--- config.mk ---
export PLATFORM = sky130hd
export DESIGN_NAME = tf_regbank
export DESIGN_NICKNAME = d
export VERILOG_FILES = /design/src/rtl/tf_pkg.sv /design/src/rtl/tf_param_pair.sv /design/src/rtl/tf_status_ctrl.sv /design/src/rtl/tf_read_mux.sv /design/src/rtl/tf_regbank.sv
export SDC_FILE = /design/constraint.sdc
export NUM_CORES = 1
export LEC_CHECK = 0
export BUFFER_PORTS_ARGS = -buffer_cell sky130_fd_sc_hd__clkbuf_2
export CAP_MARGIN = 40
export CORE_UTILIZATION = 25
export DETAILED_ROUTE_END_ITERATION = 7
export PLACE_DENSITY = 0.52
export SYNTH_ARGS = -nofsm -noshare
export SYNTH_HDL_FRONTEND = slang
export SYNTH_SLANG_ARGS = --single-unit
export TNS_END_PERCENT = 50
--- constraint.sdc ---
create_clock -name clk -period 3.1 [get_ports clk]
set_input_delay 0.465 -clock clk [delete_from_list [all_inputs] [get_ports clk]]
set_output_delay 0.465 -clock clk [all_outputs]
set_load 0.01 [all_outputs]
--- src/rtl/tf_pkg.sv ---
package tf_pkg;
    localparam int BYTE_W = 8;
    localparam int WORD_W = 16;
    localparam int OFS_W  = 3;

    // command-block offsets (decoded by host software, so positions are fixed)
    localparam logic [OFS_W-1:0] OFS_DATA    = 3'd0;
    localparam logic [OFS_W-1:0] OFS_ERRFEAT = 3'd1;
    localparam logic [OFS_W-1:0] OFS_FIRST_P = 3'd2;
    localparam logic [OFS_W-1:0] OFS_DEVSEL  = 3'd6;
    localparam logic [OFS_W-1:0] OFS_STATCMD = 3'd7;
    // control-block offset
    localparam logic [OFS_W-1:0] OFS_ALTCTL  = 3'd2;

    localparam int NUM_PAIRS = 4;

    // status bit positions
    localparam int ST_BSY  = 7;
    localparam int ST_DRDY = 6;
    localparam int ST_DRQ  = 3;
    localparam int ST_ERR  = 0;

    localparam logic [BYTE_W-1:0] ST_AT_RESET = 8'h40;
    localparam logic [BYTE_W-1:0] ST_DEV_MASK = 8'h6D;
    localparam logic [BYTE_W-1:0] DEVSEL_FIXED = 8'hA0;

    localparam int CTL_IRQ_OFF = 1;
    localparam int DS_LINEAR   = 6;
    localparam int DS_SECOND   = 4;

    typedef struct packed {
        logic [BYTE_W-1:0] status;
        logic [BYTE_W-1:0] error;
        logic              pend;
        logic              cmd_v;
        logic [BYTE_W-1:0] cmd_code;
    } stat_state_t;

    typedef struct packed {
        logic [BYTE_W-1:0] feat;
        logic              linear;
        logic              second;
        logic [3:0]        head;
        logic              irq_off;
        logic [WORD_W-1:0] data;
    } bank_state_t;
endpackage

--- src/rtl/tf_param_pair.sv ---
module tf_param_pair #(
    parameter int W = 8
) (
    input  logic         clk,
    input  logic         rst_n,
    input  logic         wr_en,
    input  logic [W-1:0] wdata,
    output logic [W-1:0] cur,
    output logic [W-1:0] prev
);
    typedef struct packed {
        logic [W-1:0] cur;
        logic [W-1:0] prev;
    } pair_t;

    pair_t pr_d, pr_q;

    always_comb begin
        pr_d = pr_q;
        if (wr_en) begin
            pr_d.prev = pr_q.cur;
            pr_d.cur  = wdata;
        end
    end

    always_ff @(posedge clk) begin
        if (!rst_n) pr_q <= '0;
        else        pr_q <= pr_d;
    end

    assign cur  = pr_q.cur;
    assign prev = pr_q.prev;

    // a write pushes the older byte down
    a_r2_shift_down: assert property (@(posedge clk) disable iff (!rst_n)
        wr_en |=> (prev == $past(cur)) && (cur == $past(wdata)));
endmodule

--- src/rtl/tf_status_ctrl.sv ---
module tf_status_ctrl
    import tf_pkg::*;
(
    input  logic              clk,
    input  logic              rst_n,
    input  logic              cmd_wr,
    input  logic [BYTE_W-1:0] cmd_byte,
    input  logic              stat_rd,
    input  logic              dev_done,
    input  logic [BYTE_W-1:0] dev_status,
    input  logic [BYTE_W-1:0] dev_error,
    input  logic              irq_off,
    output logic [BYTE_W-1:0] status,
    output logic [BYTE_W-1:0] error,
    output logic              intrq,
    output logic              cmd_valid,
    output logic [BYTE_W-1:0] cmd_code
);
    stat_state_t st_d, st_q;
    logic busy;
    logic cmd_take;
    logic done_take;

    assign busy      = st_q.status[ST_BSY];
    assign cmd_take  = cmd_wr && !busy;
    assign done_take = dev_done && busy;

    always_comb begin
        st_d       = st_q;
        st_d.cmd_v = 1'b0;
        if (cmd_take) begin
            st_d.status[ST_BSY] = 1'b1;
            st_d.status[ST_DRQ] = 1'b0;
            st_d.status[ST_ERR] = 1'b0;
            st_d.cmd_v          = 1'b1;
            st_d.cmd_code       = cmd_byte;
            st_d.pend           = 1'b0;
        end else if (done_take) begin
            st_d.status = dev_status & ST_DEV_MASK;
            st_d.error  = dev_error;
            st_d.pend   = 1'b1;
        end else if (stat_rd) begin
            st_d.pend = 1'b0;
        end
    end

    always_ff @(posedge clk) begin
        if (!rst_n) begin
            st_q          <= '0;
            st_q.status   <= ST_AT_RESET;
        end else begin
            st_q <= st_d;
        end
    end

    assign status    = st_q.status;
    assign error     = st_q.error;
    assign intrq     = st_q.pend && !irq_off;
    assign cmd_valid = st_q.cmd_v;
    assign cmd_code  = st_q.cmd_code;

    // accepted command marks busy and strobes once
    a_r4_cmd_sets_busy: assert property (@(posedge clk) disable iff (!rst_n)
        (cmd_wr && !status[ST_BSY]) |=>
            status[ST_BSY] && !status[ST_DRQ] && !status[ST_ERR] && cmd_valid);
    a_r4_strobe_single: assert property (@(posedge clk) disable iff (!rst_n)
        cmd_valid |=> !cmd_valid);
    // command during busy is dropped
    a_r5_busy_cmd_drop: assert property (@(posedge clk) disable iff (!rst_n)
        (cmd_wr && status[ST_BSY]) |=> !cmd_valid);
    // completion ends busy and flags the interrupt
    a_r6_done_releases: assert property (@(posedge clk) disable iff (!rst_n)
        (dev_done && status[ST_BSY]) |=> !status[ST_BSY] && st_q.pend);
endmodule

--- src/rtl/tf_read_mux.sv ---
module tf_read_mux
    import tf_pkg::*;
#(
    parameter int NP = NUM_PAIRS
) (
    input  logic                 cs_cmd,
    input  logic                 cs_ctl,
    input  logic                 rd,
    input  logic [OFS_W-1:0]     addr,
    input  logic [WORD_W-1:0]    data_word,
    input  logic [BYTE_W-1:0]    error,
    input  logic [BYTE_W-1:0]    status,
    input  logic [BYTE_W-1:0]    devsel,
    input  logic [NP*BYTE_W-1:0] pair_cur,
    output logic [WORD_W-1:0]    rdata
);
    localparam int PAD = WORD_W - BYTE_W;

    always_comb begin
        rdata = '0;
        if (rd && cs_cmd) begin
            if (addr == OFS_DATA) begin
                rdata = data_word;
            end else if (addr == OFS_ERRFEAT) begin
                rdata = {{PAD{1'b0}}, error};
            end else if (addr == OFS_DEVSEL) begin
                rdata = {{PAD{1'b0}}, devsel};
            end else if (addr == OFS_STATCMD) begin
                rdata = {{PAD{1'b0}}, status};
            end else begin
                for (int i = 0; i < NP; i++) begin
                    if (addr == OFS_FIRST_P + OFS_W'(i))
                        rdata = {{PAD{1'b0}}, pair_cur[i*BYTE_W +: BYTE_W]};
                end
            end
        end else if (rd && cs_ctl && addr == OFS_ALTCTL) begin
            rdata = {{PAD{1'b0}}, status};
        end
    end
endmodule

--- src/rtl/tf_regbank.sv ---
module tf_regbank
    import tf_pkg::*;
(
    input  logic        clk,
    input  logic        rst_n,
    input  logic        host_cs_cmd,
    input  logic        host_cs_ctl,
    input  logic [2:0]  host_addr,
    input  logic        host_wr,
    input  logic        host_rd,
    input  logic [15:0] host_wdata,
    output logic [15:0] host_rdata,
    output logic        intrq,
    input  logic        dev_done,
    input  logic [7:0]  dev_status,
    input  logic [7:0]  dev_error,
    input  logic        dev_data_ld,
    input  logic [15:0] dev_data,
    output logic        cmd_valid,
    output logic [7:0]  cmd_code,
    output logic [7:0]  feat_out,
    output logic [15:0] count_out,
    output logic [47:0] lba_out,
    output logic [3:0]  head_out,
    output logic        slave_sel,
    output logic        lba_mode,
    output logic [15:0] host_data_out
);
    localparam int NADDR = NUM_PAIRS - 1;   // address pairs after the count pair

    bank_state_t bk_d, bk_q;

    logic cmd_wr_any;
    logic ctl_wr_any;
    logic [BYTE_W-1:0] status_w;
    logic [BYTE_W-1:0] error_w;
    logic [BYTE_W-1:0] devsel_w;
    logic [NUM_PAIRS*BYTE_W-1:0] cur_w;
    logic [NUM_PAIRS*BYTE_W-1:0] prev_w;

    assign cmd_wr_any = host_cs_cmd && host_wr;
    assign ctl_wr_any = host_cs_ctl && host_wr && !host_cs_cmd;

    always_comb begin
        bk_d = bk_q;
        if (cmd_wr_any) begin
            if (host_addr == OFS_DATA)    bk_d.data = host_wdata;
            if (host_addr == OFS_ERRFEAT) bk_d.feat = host_wdata[BYTE_W-1:0];
            if (host_addr == OFS_DEVSEL) begin
                bk_d.linear = host_wdata[DS_LINEAR];
                bk_d.second = host_wdata[DS_SECOND];
                bk_d.head   = host_wdata[3:0];
            end
        end
        if (ctl_wr_any && host_addr == OFS_ALTCTL)
            bk_d.irq_off = host_wdata[CTL_IRQ_OFF];
        if (dev_data_ld)
            bk_d.data = dev_data;
    end

    always_ff @(posedge clk) begin
        if (!rst_n) bk_q <= '0;
        else        bk_q <= bk_d;
    end

    genvar gi;
    generate
        for (gi = 0; gi < NUM_PAIRS; gi++) begin : g_pair
            logic sel_wr;
            assign sel_wr = cmd_wr_any && (host_addr == OFS_FIRST_P + OFS_W'(gi));
            tf_param_pair #(.W(BYTE_W)) u_pair (
                .clk   (clk),
                .rst_n (rst_n),
                .wr_en (sel_wr),
                .wdata (host_wdata[BYTE_W-1:0]),
                .cur   (cur_w[gi*BYTE_W +: BYTE_W]),
                .prev  (prev_w[gi*BYTE_W +: BYTE_W])
            );
        end
    endgenerate

    tf_status_ctrl u_stat (
        .clk        (clk),
        .rst_n      (rst_n),
        .cmd_wr     (cmd_wr_any && host_addr == OFS_STATCMD),
        .cmd_byte   (host_wdata[BYTE_W-1:0]),
        .stat_rd    (host_cs_cmd && host_rd && host_addr == OFS_STATCMD),
        .dev_done   (dev_done),
        .dev_status (dev_status),
        .dev_error  (dev_error),
        .irq_off    (bk_q.irq_off),
        .status     (status_w),
        .error      (error_w),
        .intrq      (intrq),
        .cmd_valid  (cmd_valid),
        .cmd_code   (cmd_code)
    );

    assign devsel_w = DEVSEL_FIXED | {1'b0, bk_q.linear, 1'b0, bk_q.second, bk_q.head};

    tf_read_mux #(.NP(NUM_PAIRS)) u_rmux (
        .cs_cmd    (host_cs_cmd),
        .cs_ctl    (host_cs_ctl),
        .rd        (host_rd),
        .addr      (host_addr),
        .data_word (bk_q.data),
        .error     (error_w),
        .status    (status_w),
        .devsel    (devsel_w),
        .pair_cur  (cur_w),
        .rdata     (host_rdata)
    );

    assign count_out     = {prev_w[BYTE_W-1:0], cur_w[BYTE_W-1:0]};
    assign lba_out       = {prev_w[NUM_PAIRS*BYTE_W-1 -: NADDR*BYTE_W],
                            cur_w[NUM_PAIRS*BYTE_W-1 -: NADDR*BYTE_W]};
    assign feat_out      = bk_q.feat;
    assign head_out      = bk_q.head;
    assign slave_sel     = bk_q.second;
    assign lba_mode      = bk_q.linear;
    assign host_data_out = bk_q.data;

    // masked channel never interrupts
    a_r7_mask_holds: assert property (@(posedge clk) disable iff (!rst_n)
        bk_q.irq_off |-> !intrq);
    // alternate status read leaves the request standing
    a_r8_alt_no_clear: assert property (@(posedge clk) disable iff (!rst_n)
        (host_cs_ctl && host_rd && !host_wr && !host_cs_cmd && intrq) |=> intrq);
    // fixed bits of device select read as one
    a_r3_fixed_bits: assert property (@(posedge clk) disable iff (!rst_n)
        (host_cs_cmd && !host_cs_ctl && host_rd && host_addr == OFS_DEVSEL)
            |-> host_rdata[7] && host_rdata[5]);
    // device load wins the data latch
    a_r10_dev_load: assert property (@(posedge clk) disable iff (!rst_n)
        dev_data_ld |=> host_data_out == $past(dev_data));
endmodule

==> results_dict.tcl <==
set metrics [dict create \
    outcome "finished clean" \
    fmax_mhz 384.6 \
    area_growth_pct 30.36 \
    drtPass1Iterations 5 \
    finalPower_mw 3.974 \
    internal_power_mw 3.063 \
    cp_top_family "compound AO/OA/AOI/OAI gates" \
    drtIter0Drc 248 \
    period_share 0.8388 \
    clock_sinks 119 \
    path_buf_inv 3 \
    cts.repair.resized 0 \
    synth_ff_type "dfxtp_1" \
    first_global_vias 4484 \
    power_leakage_nw 2.861 \
    wl_per_cell_um 17.36 \
    instances_no_fill 1058 \
    synth_commonest_cells "nand2_1, dfxtp_1, a21boi_0" \
    clock_power_share 0.532 \
    clkTransAtPathRegs_ps 60 \
    crit_top_cell "clkbuf_2" \
    initial_core_util 0.2557 \
    final.setup.tns_ps 0 \
    io_pins 179 \
    drc_errors 0 \
    skew_ps 8.663 \
    worst_pin_slew_ps 836.9 \
    hold_path.class "in2reg" \
    power_frac_comb 0.071 \
    row_count 53 \
    p_switching_uw 910.9 \
    cts_tree "built" \
    powerDensity_mw_per_mm2 565.5 \
    grt_pass1_wl_mm 27.43 \
    dieWidth_um 148.9 \
    synthArstFlopShare 0 \
    grt_overflow_total 0 \
    postCtsSetupBuffers 0 \
    syn_nets 683 \
    drv_slew 0 \
    dp_hpwl_mm 13.01 \
    synthTopCellsByArea "dfxtp_1, nand2_1, mux2i_1" \
    yosysSeqAreaShare 0.4419 \
    min_period_ps 2600 \
    cp.required_ps 2630 \
    htree_num_levels 4 \
    die_area_mm2 0.02216 \
    io_buffers 175 \
    cts_buffer_depth 2 \
    swShare 0.2292 \
    grt_max_degree 60 \
    cts-root-buf "clkbuf_16" \
    drive_gt1_frac 0.2877 \
    insertion_delay_ps 420 \
    cp.arrival_ps 2140 \
    die_h_um 148.9 \
    crit_chain "clkbuf_2 -> nor2b_1 -> buf_4 -> a221oi_1 -> a311oi_1 -> o21ai_0 -> clkbuf_2" \
    yosysWarnings 0 \
    synth_largest_area_cell "dfxtp_1" \
    antenna_found_initial 2 \
    cts_buffers 17 \
    crit_path_max_fanout 16 \
    dp.cells 1026 \
    yosysMostFrequentCell "nand2_1" \
    crit_path_end_kind "output port" \
    postSynthCellCount 624 \
    viasPerCell 4.581 \
    setup_viol 0 \
    rsz0062_at_grt "no" \
    synth_cell_type_count 43 \
    ys_ff_latch 119 \
    final_nets 829 \
    synth_top_area_frac 0.4419 \
    cts_hold_buf 0 \
    synth_edf_count 0 \
    core_area_mm2 0.02109 \
    worst-setup-path-type "in2out" \
    cp_slowest_cell "a221oi_1" \
    slowest_delay_ps 450 \
    grt_use_total 0.1693 \
    ir_drop_mv 0.3293 \
    place_congestion 0.8044 \
    max_slew_margin 0.4415 \
    ant_nets 0 \
    drt_wl_total_mm 18.37 \
    finalHoldViolCount 0 \
    num_vias 4847 \
    cap_violations 0 \
    syn_area_mm2 0.005391 \
    seqPwrFrac 0.398 \
    startpoint_type "input pin" \
    syn_area_per_cell_um2 8.640 \
]
-- power groups by stage --
stage	Sequential [mW]	Clock, mW	Combinational (mW)
floorplan	1.62	0	0.157
global placement	1.61	0	0.282
detailed placement	1.61	0	0.284
CTS	1.58	2.16	0.284
global route	1.58	2.23	0.306
finish	1.58	2.11	0.281
-- placed cells by master, fill, tap and decap left out, types with 10 or more instances in the layout --
master,synthesis,final
mux2i_1,51,51
clkbuf_2,0,174
a21oi_1,27,27
a21boi_0,60,60
o21ai_0,45,45
and2_1,10,10
nand2_1,145,145
a21boi_1,12,12
nor2b_1,29,29
dfxtp_1,119,119
clkbuf_16,0,17
-- per-layer routing --
metal,GRT usage,wire length [um],share of wire,up-vias
li1,-,-,-,2421
met1,0.2337,8859,0.48,2281
met2,0.2521,8040,0.44,131
met3,0.05443,1323,0.072,12
met4,0.04439,133,0.0072,2
met5,0,13,0.00071,-
-- worst paths after layout --
kind | from | slack (ps) | cells after the start | end
setup / recovery | host_addr[2] | 500 | 7 | host_rdata[0]
hold / removal | dev_error[2] | 270 | 3 | u_stat.error[2]
setup reg to reg | u_stat.status[7] | 1650 | 4 | u_stat.cmd_code[5]
hold reg to reg | g_pair[2].u_pair.prev[1] | 450 | 2 | g_pair[2].u_pair.prev[1]
-- flip-flops by register name (all words and copies together) (netlist names), 4 cells and up --
| signal | flops |
|---|---|
| head_out | 4 |
| g_pair.u_pair.cur | 32 |
| u_stat.error | 8 |
| u_stat.cmd_code | 8 |
| host_data_out | 16 |
| feat_out | 8 |
| g_pair.u_pair.prev | 32 |
| u_stat.status | 6 |
-- per-stage QoR --
step | cell area [um^2] | utilization | worst slack (ps) | hold WS, ps
6_report | 7028 | 0.3333 | 499.6 | 274.8
2_1_floorplan | 5391 | - | 1058 | 442.8
3_5_place_dp | 6405 | 0.3037 | 528.8 | 448.1
4_1_cts | 7025 | 0.3332 | 532.9 | 260.0
3_3_place_gp | 6405 | 0.3037 | 524.8 | 442.4
5_1_grt | 7025 | 0.3332 | 378.7 | 271.8
-- cells by family (layout without fill, tap and decap cells) --
group                  after synthesis  count (layout)  synth area share
other                                0               1                 0
muxes                               51              51           0.09469
DFF                                119             119            0.4419
buffers and inverters               64             222           0.06103
and+or+nand+nor                    217             217            0.1912
AOI/OAI and AO/OA                  173             173            0.2112
-- worst min-delay path, cell delays in order --
cell,delay (ps)
clkbuf_2,80
nand2_1,40
a21boi_0,60
-- final cells by class --
class / instances / area, um^2
fill: 2293 / 14060
clock inverter: 10 / 150.1
multi-input combinational: 441 / 2680
sequential: 119 / 2382
inverter: 6 / 22.52
antenna: 1 / 2.502
tap: 275 / 344.1
clock buffer: 21 / 470.5
timing repair buffer: 185 / 975.9
Note: power is estimated with default switching activity, not from simulation.
